$ cat src/rtl/port_edge_flag.sv
module port_edge_flag #(
  parameter int SYNC_STAGES = 2,
  parameter bit FLAG_INIT   = 1'b0
) (
  input  logic       clk,
  input  logic       rst,
  input  logic       pin_async,
  input  logic       ctrl_wr,
  input  logic [1:0] ctrl_addr,
  input  logic       status_rd,
  input  logic       timer_flag_in,
  output logic [7:0] status_out,
  output logic       irq_n
);
  localparam int SW = SYNC_STAGES;

  logic [SW-1:0] sync_q;
  logic          prev_q;
  logic          rise_sel_q;
  logic          irq_en_q;
  logic          flag_q;
  logic          sync_o;
  logic          edge_hit;

  assign sync_o   = sync_q[SW-1];
  assign edge_hit = rise_sel_q ? (sync_o & ~prev_q) : (~sync_o & prev_q);

  always_ff @(posedge clk) begin
    if (rst) begin
      sync_q <= '0;
      prev_q <= 1'b0;
    end else begin
      sync_q <= (sync_q << 1) | SW'(pin_async);
      prev_q <= sync_o;
    end
  end

  always_ff @(posedge clk) begin
    if (rst) begin
      rise_sel_q <= 1'b0;
      irq_en_q   <= 1'b0;
    end else if (ctrl_wr) begin
      rise_sel_q <= ctrl_addr[0];
      irq_en_q   <= ctrl_addr[1];
    end
  end

  always_ff @(posedge clk) begin
    if (rst)            flag_q <= FLAG_INIT;
    else if (edge_hit)  flag_q <= 1'b1;
    else if (status_rd) flag_q <= 1'b0;
  end

  assign status_out = {timer_flag_in, flag_q, 6'b0};
  assign irq_n      = ~(flag_q & irq_en_q);
endmodule

$ cat config.mk
export PLATFORM = sky130hd
export DESIGN_NAME = port_edge_flag
export DESIGN_NICKNAME = d
export VERILOG_FILES = /design/src/rtl/port_edge_flag.sv
export SDC_FILE = /design/constraint.sdc
export NUM_CORES = 1
export LEC_CHECK = 0
export BUFFER_PORTS_ARGS = -buffer_cell sky130_fd_sc_hd__buf_2
export CAP_MARGIN = 25
export CELL_PAD_IN_SITES_DETAIL_PLACEMENT = 0
export CELL_PAD_IN_SITES_GLOBAL_PLACEMENT = 1
export CORE_AREA = 2 2 39 41
export DETAILED_ROUTE_END_ITERATION = 10
export DIE_AREA = 0 0 41 43
export PLACE_DENSITY = 0.59
export SLEW_MARGIN = 20
export SYNTH_ARGS = -nofsm -noshare
export SYNTH_HDL_FRONTEND = slang
export SYNTH_SLANG_ARGS = --single-unit
$ cat constraint.sdc
create_clock -name clk -period 1.9 [get_ports clk]
set_clock_uncertainty 0.05 [all_clocks]
set_input_delay 0.19 -clock clk [delete_from_list [all_inputs] [get_ports clk]]
set_output_delay 0.19 -clock clk [all_outputs]
set_load 0.02 [all_outputs]
==> results.yml, run 1 <==
run_status:
  status: "completed"
synth:
  yosysSeqAreaShare_pct: 45.71
  yosysTopAreaCell: "dfxtp_1"
  yosysMostFrequentCell: "buf_4"
  ys_top_cells_by_count: "8 x buf_4, 6 x dfxtp_1, 3 x nor2b_1"
  synth.distinct_cells: 11
  netlist_area_um2: 262.8
  avgSynthCellArea_um2: 9.732
  yosysWarnings: 0
  yosys-top-cells-area: "dfxtp_1 46%, buf_4 23%, mux2i_1 7.6%"
  synth_top_area_share_pct: 45.71
  syn_inst: 27
  synth_edf_count: 0
  ys.flop_type: "dfxtp_1"
  ys_async_sr_fraction_pct: 0
  yosys_register_bits: 6
global_route:
  overflow: 0
  grt_util_all_layers_pct: 4.824
  use_met3_pct: 7.853
  grt_pass1_vias: 131
  grt_pass1_wl_um: 496
  gr-usage-met1_pct: 4.516
  grt_max_degree: 7
  grtUsageMet2_pct: 5.938
  antenna_found_initial: 0
  grt_busiest_layer: "met3"
clock_network:
  cts_num_sinks: 6
  cts_buffers: 3
  clk_latency_ns: 0.24
  cts_setup_buffers: 0
  htree_levels: 1
  clkTransAtPathRegs_ns: 0.05
  cts_root_buf: "clkbuf_4"
  tritoncts: "built"
  max-clock-path-buffers: 2
  holdBufCountCts: 0
  cts_resized: 0
sta:
  period_needed_ns: 1.009
  finalHoldViolCount: 0
  rsz0062_at_grt: "no"
  slew_viol_final: 0
  fmax_mhz: 991.1
  period_share_pct: 53.10
  setup_ws_ns: 0.8910
  finalSetupTns_ns: 0
  final-setup-viol-count: 0
finish:
  postLayoutCoreUtil_pct: 21.97
  diodes: 0
  nets: 45
  layout-drive-gt1-share_pct: 31.43
  synthToLayoutAreaGrowth_pct: 15.71
routing:
  ant_nets: 0
  vias_per_cell: 3.294
  num_vias: 168
  dr.pass1.iters: 2
  drt_wl_total_um: 371
  routedWlPerCell_um: 7.275
  drc: 0
  first_iter_violations: 5
worst_setup_path:
  required_ns: 1.66
  critPathSlowestCell: "dfxtp_1"
  crit_path_max_fanout: 3
  cp-start-kind: "register"
  worst_setup_path_end_kind: "output port"
  crit_type: "reg2out"
  cpPeakStageDelay_ns: 0.33
  worstPathArrival_ns: 0.77
  worst_r2r_path_depth: 2
  crit_chain: "nand2_1 > buf_2"
placed_design:
  place_congestion: 0.5387
  portBuffers: 8
  place_ws_ns: 0.9631
pwr:
  switchingPower_mw: 0.06585
  switching_share_pct: 23.59
  p_leak_nw: 0.1407
  combPwrFrac_pct: 9.8
  irDropWorstVdd_uv: 484.0
  power.density_nw_per_um2: 918.3
  seq_power_share_pct: 48.2
  internal_power_mw: 0.2133
  clockPowerShare_pct: 42.0
floorplan:
  die_w_um: 41
  die_area_um2: 1763
  rows: 14
  core_area_um2: 1384
  die_h_um: 43
  initial_core_util_pct: 18.99
  io_pins: 17
flow_run:
  cap_viol_max_count: 0
min_path:
  worst_hold_path_type: "in2reg"
  hold_path_depth: 2
state kept, by name, indices dropped and copies added (netlist names):
signal / flops
flag_q: 1
rise_sel_q: 1
prev_q: 1
irq_en_q: 1
sync_q: 2
logic make-up (layout without fill, tap and decap cells):
group / after synthesis / count (layout) / share of synthesized area [%]
AO/OA/AOI/OAI: 1 / 1 / 2.382
buffers and inverters: 8 / 11 / 22.86
flip-flops: 6 / 6 / 45.72
multiplexers: 2 / 2 / 7.619
other: 1 / 6 / 1.427
AND/OR/NAND/NOR: 9 / 9 / 20.00
metrics by stage:
| step | power (mW) | std cells | instance area, um^2 | hold slack [ns] |
|---|---|---|---|---|
| after detailed placement | 0.1646 | 48 | 281.5 | 0.3303 |
| after global placement | 0.1643 | 48 | 281.5 | 0.3303 |
| after CTS | 0.2855 | 51 | 304.0 | 0.1056 |
| after floorplan | 0.1680 | 32 | 281.5 | 0.2094 |
| final | 0.2792 | 51 | 304.0 | 0.1078 |
| after global routing | 0.2978 | 51 | 304.0 | 0.1022 |
power by group through the flow:
stage / Combinational [mW] / Sequential (mW) / Clock (mW)
2_1_floorplan: 0.0317 / 0.136 / 0
4_1_cts: 0.0276 / 0.135 / 0.123
5_1_grt: 0.0302 / 0.135 / 0.132
6_report: 0.0273 / 0.135 / 0.117
3_5_place_dp: 0.0276 / 0.137 / 0
3_3_place_gp: 0.0275 / 0.137 / 0
area by class of cell:
class                      instances  area [um^2]
sequential                         6        120.1
clock buffer                       3        22.52
fill                             155         1080
timing repair buffer               8        40.04
tap                               16        20.02
multi-input combinational         18        101.3
cell usage in the layout, fill, tap and decap left out:
| master | instances |
|---|---|
| nand3b_1 | 1 |
| a31oi_1 | 1 |
| or3b_1 | 1 |
| nor2_1 | 2 |
| buf_2 | 8 |
| dfxtp_1 | 6 |
| conb_1 | 6 |
| nand2_1 | 1 |
| nand2b_1 | 1 |
| nor2b_1 | 3 |
| mux2i_1 | 2 |
| clkbuf_4 | 3 |
worst max-delay path, delay by kind of cell, from the launching register on:
| family | cells | cell delay [ns] |
|---|---|---|
| buf+inv | 1 | 0.15 |
| flops | 1 | 0.33 |
| simple gates | 1 | 0.05 |
final timing paths:
path | from | end | slack, ns
hold / removal | pin_async | sync_q[0] | 0.11
setup reg to reg | rise_sel_q | flag_q | 0.96
hold reg to reg | sync_q[0] | sync_q[1] | 0.38
setup / recovery | flag_q | irq_n | 0.89
routing by layer:
layer  vias to the layer above  wire [um]
met5                         -          0
met4                         0          0
met3                         0         67
met2                        12        138
met1                        68        165
li1                         88          -
(Power assumes the default switching activity.)
==> run 2: changes to the inputs <==
==> constraint.sdc (replaced) <==
create_clock -name clk -period 0.95 [get_ports clk]
set_clock_uncertainty 0.05 [all_clocks]
set_input_delay 0.095 -clock clk [delete_from_list [all_inputs] [get_ports clk]]
set_output_delay 0.095 -clock clk [all_outputs]
set_load 0.02 [all_outputs]
==> results.yml, run 2 (synthesis gave the netlist of run 1 again) <==
run_status:
  status: "completed"
min_path:
  worst_hold_path_type: "in2reg"
  min_from: "pin_async"
worst_setup_path:
  cpPeakStageDelay_ns: 0.36
  critPathSlowestCell: "or3b_1"
  cp-start-kind: "register"
  worst_setup_path_end_kind: "register"
  crit_start: "rise_sel_q"
  worstPathArrival_ns: 1.02
  required_ns: 1.07
  crit_type: "reg2reg"
  crit_path_max_fanout: 2
  r2r_start: "rise_sel_q"
  r2r_slack_ns: 0.04
  crit_chain: "or3b_1 > a31oi_1"
floorplan:
  die_h_um: 43
  die_w_um: 41
  io_pins: 17
  initial_core_util_pct: 18.99
  die_area_um2: 1763
  rows: 14
  core_area_um2: 1384
finish:
  nets: 47
  layout-drive-gt1-share_pct: 37.84
  layout_common_cells: "7 x buf_2, 6 x conb_1, 5 x dfxtp_1"
  regMostFlops: "sync_q"
  final_common_cell: "buf_2"
  layout.cells.non_filler: 53
  multi_input_area_um2: 101.3
  ff_latch_area_um2: 121.4
  largest_reg_flops: 2
  fillers: 159
  diodes: 0
  stdcell_area_um2: 326.6
  synthToLayoutAreaGrowth_pct: 24.29
pwr:
  seq_power_share_pct: 48.1
  internal_power_mw: 0.4318
  irDropWorstVdd_uv: 738.9
  combPwrFrac_pct: 11.1
  switchingPower_mw: 0.1269
  power.density_nw_per_um2: 1711
  p_leak_nw: 0.1554
  switching_share_pct: 22.72
  clockPowerShare_pct: 40.8
routing:
  routedWlPerCell_um: 6.981
  ant_nets: 0
  dr.pass1.iters: 3
  drc: 0
  first_iter_violations: 1
  vias_per_cell: 3.321
  num_vias: 176
  drt_wl_total_um: 370
flow_run:
  cap_viol_max_count: 0
clock_network:
  clkTransAtPathRegs_ns: 0.04
  cts_setup_buffers: 0
  cts_num_sinks: 6
  clk_latency_ns: 0.24
  tritoncts: "built"
  cts_buffers: 3
  htree_levels: 1
  cts_root_buf: "clkbuf_4"
  max-clock-path-buffers: 2
  holdBufCountCts: 0
placed_design:
  place_congestion: 0.5541
  portBuffers: 8
  placedInstanceArea_um2: 296.5
  placedCellCount: 50
  place_ws_ns: 0.01957
sta:
  rsz0062_at_grt: "no"
  final-setup-viol-count: 0
  finalHoldViolCount: 0
  holdWs_ns: 0.01919
  finalSetupTns_ns: 0
  fmax_mhz: 1104
  period_share_pct: 95.38
  period_needed_ns: 0.9061
  setup_ws_ns: 0.04388
  slew_viol_final: 0
global_route:
  grt_pass1_wl_um: 510
  overflow: 0
  grt_pass1_vias: 127
  antenna_found_initial: 0
  grt_util_all_layers_pct: 5.131
  grt_max_degree: 7
run 2: cell count changes in the layout (fill, tap and decap cells not counted):
cell / previous run / this run
buf_2: 8 / 7
buf_4: 0 / 2
dfxtp_2: 0 / 1
dfxtp_1: 6 / 5
buf_6: 0 / 1
run 2: worst paths after layout:
path,end,cells after the start
min reg2reg,sync_q[1],1
max reg2reg,flag_q,2
min,sync_q[0],2
max,flag_q,2
run 2: metal layers:
layer	vias up	routed length (um)	track usage, %
met5	-	0	0
met4	0	0	0
met3	0	76	9.424
met2	13	140	5.000
met1	71	152	5.502
li1	92	-	-
run 2: per-stage QoR:
step	utilization, %	power [mW]
6_report	23.60	0.5587
3_3_place_gp	21.43	0.3344
4_1_cts	23.06	0.5723
5_1_grt	23.60	0.5981
2_1_floorplan	-	0.3361
3_5_place_dp	21.43	0.3349
run 2: layout make-up:
cell class              count  share of cell area (%)
flip-flops and latches      6                   37.16
multi-input cells          18                   31.03
repair buffers             10                   18.77
clock buffers               3                   6.897
well taps                  16                   6.130
run 2: what timing repair did:
action                                  in CTS  in global routing
endpoints found under the setup margin       0                  2
endpoints found under the hold margin        0                  0
gates resized for setup                      0                  3
run 2: worst max-delay path: cells and delay by family (launching register included):
kind / cells / cell delay, ns
compound gates: 1 / 0.12
flops: 1 / 0.30
simple gates: 1 / 0.36
run 2: power groups by stage:
stage / logic [mW] / clock network [mW] / registers, mW
CTS: 0.0621 / 0.242 / 0.268
floorplan: 0.0633 / 0 / 0.273
detailed placement: 0.0617 / 0 / 0.273
global route: 0.0688 / 0.260 / 0.269
global placement: 0.0616 / 0 / 0.273
finish: 0.0618 / 0.228 / 0.269
==> run 3: changes to the inputs <==
==> constraint.sdc (replaced) <==
create_clock -name clk -period 0.95 [get_ports clk]
set_clock_uncertainty 0.05 [all_clocks]
set_input_delay 0.1425 -clock clk [delete_from_list [all_inputs] [get_ports clk]]
set_output_delay 0.1425 -clock clk [all_outputs]
set_load 0.02 [all_outputs]
==> results.yml, run 3 (synthesis gave the netlist of run 1 again) <==
sta:
  period_needed_ns: 0.9337
  rsz0062_at_grt: "yes"
  slew_viol_final: 0
  fmax_mhz: 1071
  period_share_pct: 98.28
  finalHoldViolCount: 0
  final-setup-viol-count: 0
  setup_ws_ns: 0.01633
global_route:
  grt_pass1_vias: 133
  overflow: 0
  grt_util_all_layers_pct: 5.231
  antenna_found_initial: 0
  grt_max_degree: 7
  grt_pass1_wl_um: 524
routing:
  drc: 0
  first_iter_violations: 1
  routedWlPerCell_um: 7.094
  ant_nets: 0
  vias_per_cell: 3.377
  drt_wl_total_um: 376
  num_vias: 179
  dr.pass1.iters: 3
finish:
  layout_common_cells: "7 x buf_2, 6 x conb_1, 4 x dfxtp_1"
  diodes: 0
  layout-drive-gt1-share_pct: 43.24
  largest_reg_flops: 2
  stdcell_area_um2: 330.3
  final_common_cell: "buf_2"
  postLayoutCoreUtil_pct: 23.87
  fillers: 158
  nets: 47
  regMostFlops: "sync_q"
  synthToLayoutAreaGrowth_pct: 25.71
placed_design:
  portBuffers: 8
  place_ws_ns: 0.01957
  placedInstanceArea_um2: 296.5
  place_congestion: 0.5541
floorplan:
  die_w_um: 41
  die_area_um2: 1763
  initial_core_util_pct: 18.99
  core_area_um2: 1384
  rows: 14
  die_h_um: 43
  io_pins: 17
pwr:
  combPwrFrac_pct: 11.1
  p_leak_nw: 0.1567
  internal_power_mw: 0.4325
  switching_share_pct: 22.82
  seq_power_share_pct: 48.2
  power.density_nw_per_um2: 1696
  total_power_mw: 0.5603
  clockPowerShare_pct: 40.8
  switchingPower_mw: 0.1279
  irDropWorstVdd_uv: 740.6
clock_network:
  clk_latency_ns: 0.24
  cts_root_buf: "clkbuf_4"
  holdBufCountCts: 0
  cts_buffers: 3
  tritoncts: "built"
  clkTransAtPathRegs_ns: 0.04
  htree_levels: 1
  cts_setup_buffers: 0
  max-clock-path-buffers: 2
  cts_num_sinks: 6
worst_setup_path:
  worstPathArrival_ns: 0.74
  required_ns: 0.76
  crit_type: "reg2out"
  cp-start-kind: "register"
  crit_path_max_fanout: 3
  worst_setup_path_end_kind: "output port"
run_status:
  status: "completed"
flow_run:
  cap_viol_max_count: 0
min_path:
  worst_hold_path_type: "in2reg"
[run 3: changes by cell type in the layout (fill, tap and decap cells not counted)]
cell     previous run  this run
dfxtp_2             1         2
nand2_1             1         0
dfxtp_1             5         4
nand2_2             0         1
[run 3: through the flow]
step	std cells	hold slack (ns)	setup TNS, ns
after global routing	53	0.06432	-0.04547
after detailed placement	50	0.2353	0
after floorplan	32	0.1619	0
after global placement	50	0.2353	0
final	53	0.06647	0
after CTS	53	0.06186	0
[run 3: critical path: stages (launching register included)]
cell and delay, ns:
dfxtp_2 0.33, nand2_2 0.05, buf_6 0.12
[run 3: power groups by stage]
| stage | sequential (mW) | combinational (mW) | clock, mW |
|---|---|---|---|
| 6_report | 0.270 | 0.0619 | 0.228 |
| 5_1_grt | 0.271 | 0.0689 | 0.260 |
| 4_1_cts | 0.270 | 0.0626 | 0.242 |
| 3_5_place_dp | 0.273 | 0.0617 | 0 |
| 3_3_place_gp | 0.273 | 0.0616 | 0 |
| 2_1_floorplan | 0.273 | 0.0633 | 0 |
[run 3: timing repair]
item                       CTS  global route
setup endpoints to repair    2             3
pin swaps                    0             1
resized for setup            5             0
[run 3: final cells by class]
cell class              count  area, um^2  share of cell area (%)
multi-input cells          18       103.9                   31.44
clock buffers               3       22.52                   6.818
flip-flops and latches      6       122.6                   37.12
repair buffers             10       61.31                   18.56
well taps                  16       20.02                   6.061
[run 3: worst paths after layout]
| check | startpoint | end | slack (ns) | cells past startpoint |
|---|---|---|---|---|
| max | flag_q | irq_n | 0.02 | 2 |
| min | pin_async | sync_q[0] | 0.07 | 2 |
| max reg2reg | rise_sel_q | flag_q | 0.04 | 2 |
| min reg2reg | sync_q[0] | sync_q[1] | 0.38 | 1 |
[run 3: metal layers]
metal | up-vias | global-route usage (%) | wire, um
met3 | 0 | 9.424 | 76
met4 | 0 | 0 | 0
met2 | 13 | 5.313 | 148
met1 | 73 | 5.502 | 151
li1 | 93 | - | -
met5 | - | 0 | 0
